File: config.mk
export PLATFORM = sky130hd
export DESIGN_NAME = nrdiv_core
export DESIGN_NICKNAME = d
export VERILOG_FILES = /design/src/rtl/nrdiv_pkg.sv /design/src/rtl/nrdiv_ctrl.sv /design/src/rtl/nrdiv_step.sv /design/src/rtl/nrdiv_fix.sv /design/src/rtl/nrdiv_core.sv
export SDC_FILE = /design/constraint.sdc
export NUM_CORES = 1
export LEC_CHECK = 0
export BUFFER_PORTS_ARGS = -buffer_cell sky130_fd_sc_hd__buf_2
export CAP_MARGIN = 20
export CORE_ASPECT_RATIO = 1.25
export CORE_UTILIZATION = 55
export CTS_CLUSTER_SIZE = 8
export DETAILED_ROUTE_END_ITERATION = 8
export GPL_TIMING_DRIVEN = 0
export PLACE_DENSITY = 0.79
export SETUP_SLACK_MARGIN = 0.2
export SYNTH_ARGS = -nofsm -noshare
export SYNTH_HDL_FRONTEND = slang
export SYNTH_SLANG_ARGS = --single-unit
export TNS_END_PERCENT = 5
File: constraint.sdc
create_clock -name clk -period 4.7 [get_ports clk]
set_clock_uncertainty 0.1 [all_clocks]
set_input_delay 0.94 -clock clk [delete_from_list [all_inputs] [get_ports clk]]
set_output_delay 0.94 -clock clk [all_outputs]
set_load 0.005 [all_outputs]
File: src/rtl/nrdiv_pkg.sv
package nrdiv_pkg;
  typedef enum logic [2:0] {
    S_IDLE  = 3'd0,
    S_SETUP = 3'd1,
    S_ITER  = 3'd2,
    S_CORR  = 3'd3,
    S_FIX   = 3'd4,
    S_OUT   = 3'd5
  } nrdiv_st_e;
endpackage

File: src/rtl/nrdiv_ctrl.sv
module nrdiv_ctrl
  import nrdiv_pkg::*;
#(
  parameter int W = 32
) (
  input  logic      clk,
  input  logic      rst_ni,
  input  logic      start_i,
  output nrdiv_st_e state_o,
  output logic      accept_o
);
  localparam int CW = (W > 1) ? $clog2(W) : 1;

  nrdiv_st_e       state_q, state_d;
  logic [CW-1:0]   cnt_q, cnt_d;
  logic            cnt_en;

  assign accept_o = start_i && (state_q == S_IDLE);
  assign state_o  = state_q;

  always_comb begin
    state_d = state_q;
    cnt_d   = cnt_q;
    cnt_en  = 1'b0;
    case (state_q)
      S_IDLE:  if (start_i) state_d = S_SETUP;
      S_SETUP: begin
        state_d = S_ITER;
        cnt_d   = '0;
        cnt_en  = 1'b1;
      end
      S_ITER: begin
        cnt_en = 1'b1;
        cnt_d  = cnt_q + 1'b1;
        if (cnt_q == CW'(W - 1)) state_d = S_CORR;
      end
      S_CORR:  state_d = S_FIX;
      S_FIX:   state_d = S_OUT;
      S_OUT:   state_d = S_IDLE;
      default: state_d = S_IDLE;
    endcase
  end

  always_ff @(posedge clk or negedge rst_ni) begin
    if (!rst_ni) begin
      state_q <= S_IDLE;
      cnt_q   <= '0;
    end else begin
      state_q <= state_d;
      if (cnt_en) cnt_q <= cnt_d;
    end
  end

  // setup is entered only from idle, so a start while busy starts nothing
  assert_ignore_start_R7: assert property (@(posedge clk) disable iff (!rst_ni)
    (state_q != S_IDLE) |=> (state_q != S_SETUP));

  // the digit phase never runs past W cycles
  assert_iter_bound_R3: assert property (@(posedge clk) disable iff (!rst_ni)
    (state_q == S_ITER && cnt_q == CW'(W - 1)) |=> (state_q == S_CORR));
endmodule

File: src/rtl/nrdiv_step.sv
module nrdiv_step #(
  parameter int W = 32
) (
  input  logic [W+1:0] rem_i,
  input  logic         bit_i,
  input  logic [W-1:0] dvs_i,
  output logic [W+1:0] rem_o,
  output logic         digit_o
);
  logic [W+1:0] shifted;
  logic [W+1:0] dext;

  assign shifted = {rem_i[W:0], bit_i};
  assign dext    = {2'b00, dvs_i};
  // digit +1 when the partial remainder is non-negative: subtract, else add
  assign digit_o = ~rem_i[W+1];
  assign rem_o   = digit_o ? (shifted - dext) : (shifted + dext);
endmodule

File: src/rtl/nrdiv_fix.sv
module nrdiv_fix #(
  parameter int W = 32
) (
  input  logic         sgn_i,
  input  logic         negq_i,
  input  logic         ovf_pre_i,
  input  logic         dz_i,
  input  logic [W-1:0] qmag_i,
  output logic [W-1:0] res_o,
  output logic         ovf_o
);
  localparam logic [W-1:0] SMIN = {1'b1, {(W-1){1'b0}}};
  localparam logic [W-1:0] SMAX = {1'b0, {(W-1){1'b1}}};

  logic         range_bad;
  logic [W-1:0] sat;

  always_comb begin
    if (!sgn_i)      range_bad = 1'b0;
    else if (negq_i) range_bad = (qmag_i > SMIN);
    else             range_bad = qmag_i[W-1];
    sat   = sgn_i ? (negq_i ? SMIN : SMAX) : '1;
    ovf_o = !dz_i && (ovf_pre_i || range_bad);
    if (dz_i)        res_o = '0;
    else if (ovf_o)  res_o = sat;
    else if (negq_i) res_o = -qmag_i;
    else             res_o = qmag_i;
  end
endmodule

File: src/rtl/nrdiv_core.sv
module nrdiv_core
  import nrdiv_pkg::*;
#(
  parameter int W = 32
) (
  input  logic         clk,
  input  logic         rst_n,
  input  logic         start_i,
  input  logic         signed_i,
  input  logic [W-1:0] dvd_hi_i,
  input  logic [W-1:0] dvd_lo_i,
  input  logic [W-1:0] dvs_i,
  output logic         done_o,
  output logic [W-1:0] quot_o,
  output logic         ovf_o,
  output logic         dz_o
);
  localparam int RW  = W + 2;
  localparam int LAT = W + 4;
  localparam int LCW = $clog2(LAT + 2);
  localparam logic [W-1:0] SMIN = {1'b1, {(W-1){1'b0}}};
  localparam logic [W-1:0] SMAX = {1'b0, {(W-1){1'b1}}};

  // reset: asynchronous assert, synchronous release
  logic rst_meta, rst_ni;
  always_ff @(posedge clk or negedge rst_n) begin
    if (!rst_n) begin
      rst_meta <= 1'b0;
      rst_ni   <= 1'b0;
    end else begin
      rst_meta <= 1'b1;
      rst_ni   <= rst_meta;
    end
  end

  nrdiv_st_e state;
  logic      accept;

  nrdiv_ctrl #(.W(W)) u_ctrl (
    .clk      (clk),
    .rst_ni   (rst_ni),
    .start_i  (start_i),
    .state_o  (state),
    .accept_o (accept)
  );

  logic [RW-1:0] rem_q, rem_d;
  logic [W-1:0]  acc_q, acc_d;
  logic [W-1:0]  dm_q, dm_d;
  logic          sgn_q, sgn_d, negq_q, negq_d, dz_q, dz_d, ovfp_q, ovfp_d;
  logic [W-1:0]  quot_d;
  logic          ovf_od, dz_od, done_d, out_en;

  // setup: magnitudes of the raw operands held in rem/acc/dm
  logic [2*W-1:0] raw, mag;
  logic [W-1:0]   dmag;
  logic           nneg, dneg;
  assign raw  = {rem_q[W-1:0], acc_q};
  assign nneg = sgn_q & raw[2*W-1];
  assign dneg = sgn_q & dm_q[W-1];
  assign mag  = nneg ? -raw : raw;
  assign dmag = dneg ? -dm_q : dm_q;

  logic [RW-1:0] step_rem;
  logic          step_dig;
  nrdiv_step #(.W(W)) u_step (
    .rem_i   (rem_q),
    .bit_i   (acc_q[W-1]),
    .dvs_i   (dm_q),
    .rem_o   (step_rem),
    .digit_o (step_dig)
  );

  logic [W-1:0] fix_res;
  logic         fix_ovf;
  nrdiv_fix #(.W(W)) u_fix (
    .sgn_i     (sgn_q),
    .negq_i    (negq_q),
    .ovf_pre_i (ovfp_q),
    .dz_i      (dz_q),
    .qmag_i    (acc_q),
    .res_o     (fix_res),
    .ovf_o     (fix_ovf)
  );

  always_comb begin
    rem_d  = rem_q;
    acc_d  = acc_q;
    dm_d   = dm_q;
    sgn_d  = sgn_q;
    negq_d = negq_q;
    dz_d   = dz_q;
    ovfp_d = ovfp_q;
    quot_d = quot_o;
    ovf_od = ovf_o;
    dz_od  = dz_o;
    done_d = 1'b0;
    out_en = 1'b0;
    case (state)
      S_IDLE: if (accept) begin
        rem_d = {2'b00, dvd_hi_i};
        acc_d = dvd_lo_i;
        dm_d  = dvs_i;
        sgn_d = signed_i;
      end
      S_SETUP: begin
        rem_d  = {2'b00, mag[2*W-1:W]};
        acc_d  = mag[W-1:0];
        dm_d   = dmag;
        negq_d = nneg ^ dneg;
        dz_d   = (dmag == '0);
        ovfp_d = (dmag != '0) && (mag[2*W-1:W] >= dmag);
      end
      S_ITER: begin
        rem_d = step_rem;
        acc_d = {acc_q[W-2:0], step_dig};
      end
      // signed-digit to binary: Q = 2P + 1, minus 1 when remainder ends negative
      S_CORR: acc_d = {acc_q[W-2:0], ~rem_q[RW-1]};
      S_FIX: begin
        acc_d  = fix_res;
        ovfp_d = fix_ovf;
      end
      S_OUT: begin
        out_en = 1'b1;
        quot_d = acc_q;
        ovf_od = ovfp_q;
        dz_od  = dz_q;
        done_d = 1'b1;
      end
      default: ;
    endcase
  end

  always_ff @(posedge clk or negedge rst_ni) begin
    if (!rst_ni) begin
      rem_q  <= '0;
      acc_q  <= '0;
      dm_q   <= '0;
      sgn_q  <= 1'b0;
      negq_q <= 1'b0;
      dz_q   <= 1'b0;
      ovfp_q <= 1'b0;
      quot_o <= '0;
      ovf_o  <= 1'b0;
      dz_o   <= 1'b0;
      done_o <= 1'b0;
    end else begin
      rem_q  <= rem_d;
      acc_q  <= acc_d;
      dm_q   <= dm_d;
      sgn_q  <= sgn_d;
      negq_q <= negq_d;
      dz_q   <= dz_d;
      ovfp_q <= ovfp_d;
      done_o <= done_d;
      if (out_en) begin
        quot_o <= quot_d;
        ovf_o  <= ovf_od;
        dz_o   <= dz_od;
      end
    end
  end

  // latency watch counter for the timing check
  logic [LCW-1:0] lat_q;
  always_ff @(posedge clk or negedge rst_ni) begin
    if (!rst_ni)                    lat_q <= '0;
    else if (accept)                lat_q <= LCW'(1);
    else if (lat_q != '0 && !done_o) lat_q <= lat_q + 1'b1;
    else                            lat_q <= '0;
  end

  // done arrives exactly LAT edges after the accepting edge
  assert_latency_R3: assert property (@(posedge clk) disable iff (!rst_ni)
    done_o |-> (lat_q == LCW'(LAT + 1)));

  // done is a single-cycle strobe
  assert_done_pulse_R3: assert property (@(posedge clk) disable iff (!rst_ni)
    done_o |=> !done_o);

  // unsigned overflow saturates to all ones
  assert_sat_unsigned_R4: assert property (@(posedge clk) disable iff (!rst_ni)
    (done_o && ovf_o && !sgn_q) |-> (quot_o == '1));

  // signed overflow saturates to one of the extremes
  assert_sat_signed_R5: assert property (@(posedge clk) disable iff (!rst_ni)
    (done_o && ovf_o && sgn_q) |-> (quot_o == (negq_q ? SMIN : SMAX)));

  // zero divisor never reports overflow
  assert_dz_no_ovf_R6: assert property (@(posedge clk) disable iff (!rst_ni)
    (done_o && dz_o) |-> !ovf_o);

  // results only change together with a done strobe
  assert_hold_R9: assert property (@(posedge clk) disable iff (!rst_ni)
    !done_o |-> ($stable(quot_o) && $stable(ovf_o) && $stable(dz_o)));
endmodule

# Word level (Yosys, flattened, before mapping)
# Cells that the tools add are included.
# word_totals
out_inout_bits	35
ff_bits	147
inputBits	100
word_cells	83
# classes
muxes	23
magnitude_cmp	2
bitwise	4
add_sub_neg	6
n_eq_ne	11
reduce_logical	22
# op_table
operator	n
32-bit two-way mux	8
32-bit case mux with 4 select lines	1
34-bit case mux with 3 select lines	1
34-bit two-way mux	2
64-bit two-way mux	1
32-bit negation	2
64-bit negation	1
32-bit case mux with 2 select lines	1
34-bit by 32-bit adder with 34-bit output	1
34-bit by 32-bit subtractor with 34-bit output	1
32-bit >= comparator	1
32-bit > comparator, second input constant	1
32-bit zero test	1
32-bit nonzero test	1
3-bit case mux with 5 select lines	1
2-bit AND reduction	6
5-bit case mux with 2 select lines	1
3-bit by 2-bit == test with 1-bit output, second input constant	2
3-bit == test, second input constant	2
3-bit two-way mux	2
2-bit != test, second input constant	3
2-bit nonzero test	3
5-bit by 1-bit adder with 5-bit output, second input constant	1
5-bit == test, second input constant	1
16 further kinds	23

# Longest topological paths before layout
# depth
ltp_word	8
mapped_depth	19

# Hierarchy
# From an unflattened synthesis, not the netlist that was laid out.
# unflattened
cells_unflattened	1828
area_unflattened_um2	14330.0
# by_module_without_submodules
module	seq_area_each_um2	area_per_inst_um2	instances	cells_each
nrdiv_core	3478.3	10296.1	1	1260
nrdiv_step	0.0	2538.7	1	373
nrdiv_fix	0.0	1026.0	1	150
nrdiv_ctrl	200.2	469.2	1	45

# Worst setup path before layout
# OpenSTA, ideal clock, no wires.
# synth_path
kind	register to register
from	register dm_q[6]
to	register rem_q[33]
path_stages_with_launch	19
path_slack_ns	0.409
arrival_ns	4.120
setup_time_ns	0.071
period_less_slack_ns	4.291
path_buffers	2
cell_sequence	dfrtp_1 clkbuf_1 nor4_1 and4_1 nand2_1 nor2_1 nor2_1 xor2_1 ha_1 clkbuf_1 a21oi_1 o21ai_0 a211o_1 or3_1 a21boi_1 a21oi_1 mux2_2 or3_1 nand4_1
# synth_via
elab_chain_len	3
word_cells_on_any_way	4
# synth_rtl
element	line	text
from (decl)	nrdiv_core.sv:49	logic [W-1:0] dm_q, dm_d;
from (signal assigned)	nrdiv_core.sv:151	dm_q <= dm_d;
34-bit by 32-bit subtractor with 34-bit output / 34-bit by 32-bit adder with 34-bit output (equally long branches)	nrdiv_step.sv:17	assign rem_o = digit_o ? (shifted - dext) : (shifted + dext);
34-bit two-way mux *	nrdiv_step.sv:17	
34-bit case mux with 3 select lines *	nrdiv_core.sv:99	case (state)
to (signal assigned)	nrdiv_core.sv:149	rem_q <= rem_d;
to (decl)	nrdiv_core.sv:47	logic [RW-1:0] rem_q, rem_d;
# Every way passes the cells marked *; elsewhere a longest branch is shown, timed or not.
# A chain may end at the register's enable or synchronous reset.

# Final worst setup path
# layout_path
from	register dm_q[2]
to	register rem_q[33]
# Same word-level chain as after synthesis.

==> impl_metrics.json <==
{
  "avgSynthCellArea_um2": 8.28,
  "ys_top_cells_by_area": "dfrtp_1, ha_1, o21ai_0",
  "synth-seq-cells": 147,
  "synth.distinct_cells": 81,
  "top_layer": "met4",
  "rsz0062_at_grt": "yes",
  "antenna_found_initial": 1,
  "grt-ovfl-total": 0,
  "violations": "design-rule violations",
  "ios": 135,
  "wl_per_cell_um": 23.9,
  "nets": 1819,
  "hold_buffers": 0,
  "yosys.area.top_type_share_pct": 30.4,
  "final.setup.tns_ns": 0,
  "drtIter0Drc": 1441,
  "worst_slew_pin_slew_ns": 1.02,
  "die-area_mm2": 0.0226,
  "clk_latency_ns": 0.45,
  "setup_violations": 0,
  "synth_top_cell_by_area": "dfrtp_1",
  "dieHeight_um": 168,
  "cts_buffers": 17,
  "globalplace.congestion": 1.04,
  "synth-simple-area-share_pct": 19.3,
  "row_count": 60,
  "grt_usage_pct": 40.9,
  "crit_required_ns": 4.97,
  "grt_pass1_vias": 12400,
  "cp_slowest_cell": "dfrtp_2",
  "synth_warnings": 0,
  "ys_seq_area_share_pct": 30.4,
  "start_util_pct": 56.2,
  "async_flop_share_pct": 100,
  "wirelength_um": 46400,
  "drive_above_1_share_pct": 20.2,
  "cp_num_buf_inv": 3,
  "mappedNetlistNets": 1633,
  "wl_met3_um": 4300,
  "end_kind": "flop",
  "min_period_ns": 4.54,
  "die_w_um": 135,
  "slew_headroom_pct": 31.9,
  "synth.cell_area_mm2": 0.0121,
  "grt_pass1_wl_um": 69800,
  "syn_inst": 1463,
  "layout_worst_path_cycle_share_pct": 96.7,
  "ys.flop_type": "dfrtp_1",
  "crit_family": "simple AND/OR/NAND/NOR gates",
  "maxCapViolations": 0,
  "synth_edf_count": 0,
  "arrival_ns": 4.81,
  "grt_max_degree": 69,
  "wl_met1_um": 16500,
  "ant_nets": 0,
  "area_delta_synth_final_pct": 18.8,
  "synth_top_family_by_area": "compound AO/OA/AOI/OAI gates",
  "drv_slew": 0,
  "cts_max_level": 4,
  "crit_chain": "nor3_4, nand4_1, buf_4, buf_4, nor3_2, nor2_1, xor2_1, ha_1, clkbuf_2, nor3_2, nor2_1, a211o_1, or3_4, a21boi_4, a21oi_2, mux2_2, or3_1, nand4_1",
  "io_buffer_count": 134,
  "status": "finished, violations left",
  "via_count": 13200,
  "fmax_mhz": 220,
  "core_mm2": 0.0215,
  "synth_compound_area_share_pct": 27.1,
  "drcViolationCount": 2,
  "drt-pass1-iter-count": 8,
  "max_stage_delay_ns": 0.48,
  "path_class": "reg2reg",
  "yosys.area_share.adder_pct": 7.29,
  "synth-xor-area-share_pct": 8.53,
  "cp_max_fo": 8,
  "post-dp-hpwl_um": 33900,
  "finalHoldViolCount": 0,
  "hold_class": "in2async",
  "clockBufferDepth": 2,
  "start_kind": "flop",
  "cts_tree": "built",
  "synthMuxAreaShare_pct": 3.41,
  "cts.reportedPaths.clkPinSlew_ns": 0.07,
  "clockRootBuffer": "clkbuf_16",
  "viasPerCell": 6.81,
  "dr_wl_met2_um": 21800,
  "cts_num_sinks": 147
}
-- repair_timing --
action	in CTS	in global routing
endpoints found under the hold margin	0	0
cloned	0	0
pin swaps	19	30
endpoints found under the setup margin	16	9
buffers inserted	16	15
resized for setup	55	53
-- cell usage in the layout (no fill, tap or decap), drive strengths merged, types with 18 or more instances in the layout --
cell type	count
buf	186
a22oi	41
dfrtp	147
o21ai	131
a21oi	117
a21o	22
xnor2	54
nand4	18
nor3	41
mux2	34
a31oi	34
nor2	156
clkbuf	97
nand3	22
inv	38
xor2	64
ha	69
a22o	22
or3	28
nand2	94
-- Yosys cell counts (all sizes together), types with 28 or more instances --
cell type  number
dfrtp         147
xnor2          54
a21oi         117
mux2           34
ha             69
xor2           64
o21ai         131
a22oi          41
a31oi          34
nor2          156
nand2          94
nor3           41
or3            28
inv            30
clkbuf         83
-- per-layer routing --
layer  vias to the layer above  GRT usage, %
li1                       5832             -
met1                      6255          47.8
met2                       911          67.0
met3                       236          6.53
met4                         0          31.1
met5                         -             0
-- final cells by class --
cell class              instances  area [um^2]
diodes                          2         5.00
plain buffers                  98          402
clock buffers                  18          429
clock inverters                14          140
fillers                      1808         7150
inverters                      30          113
multi-input cells            1188         8300
flip-flops and latches        147         3690
well taps                     279          349
repair buffers                167          962
-- logic make-up (layout without fill, tap and decap cells) --
| logic type | Yosys count | count (layout) |
|---|---|---|
| and+or+nand+nor | 463 | 463 |
| buffers and inverters | 128 | 327 |
| DFF | 147 | 147 |
| adders and majority gates | 70 | 70 |
| xor gates and xnor gates | 118 | 118 |
| other | 1 | 3 |
| muxes | 37 | 37 |
| AOI/OAI and AO/OA | 499 | 499 |
-- flip-flops by register name, indices dropped and copies added, names as in the netlist, 3 cells and up --
signal	count
rem_q	34
acc_q	32
dm_q	32
quot_o	32
u_ctrl.cnt_q	5
u_ctrl.state_o	3
-- final timing paths --
path | endpoint | depth (start not counted) | slack, ns | start
worst max-delay path | rem_q[33]$_DFFE_PN0P_ | 18 | 0.16 | dm_q[2]$_DFFE_PN0P_
max in group asynchronous | acc_q[18]$_DFFE_PN0P_ | 2 | 3.28 | rst_ni$_DFF_PN0_
min in group clk | rst_ni$_DFF_PN0_ | 0 | 0.25 | rst_meta$_DFF_PN0_
worst min-delay path | rst_ni$_DFF_PN0_ | 1 | 0.17 | rst_n
worst max register to register | rem_q[33]$_DFFE_PN0P_ | 18 | 0.16 | dm_q[2]$_DFFE_PN0P_
worst min register to register | done_o$_DFF_PN0_ | 0 | 0.17 | rst_ni$_DFF_PN0_
-- metrics by stage --
stage | cells | setup slack [ns] | utilization (%) | hold slack [ns] | cell area (um^2)
detailed placement | 1878 | -0.955 | 61.2 | 0.176 | 13200
finish | 1943 | 0.157 | 66.8 | 0.165 | 14400
global route | 1941 | 0.0192 | 66.8 | 0.162 | 14400
floorplan | 1463 | 0.201 | - | 0.231 | 12100
global placement | 1876 | -1.77 | 61.0 | 0.236 | 13100
CTS | 1926 | 0.191 | 65.5 | 0.161 | 14100
-- worst reg2reg max path: cells and delay by family (launching register included) --
kind | cells | cell delay, ns
AOI/OAI and AO/OA | 3 | 0.63
muxes | 1 | 0.31
xor gates and xnor gates | 1 | 0.29
DFF | 1 | 0.48
buffers and inverters | 3 | 0.55
and+or+nand+nor | 9 | 1.81
adders and majority gates | 1 | 0.30
Power is not shown: default switching activity piles up to over one toggle a cycle in this logic, so the estimate is an artifact.
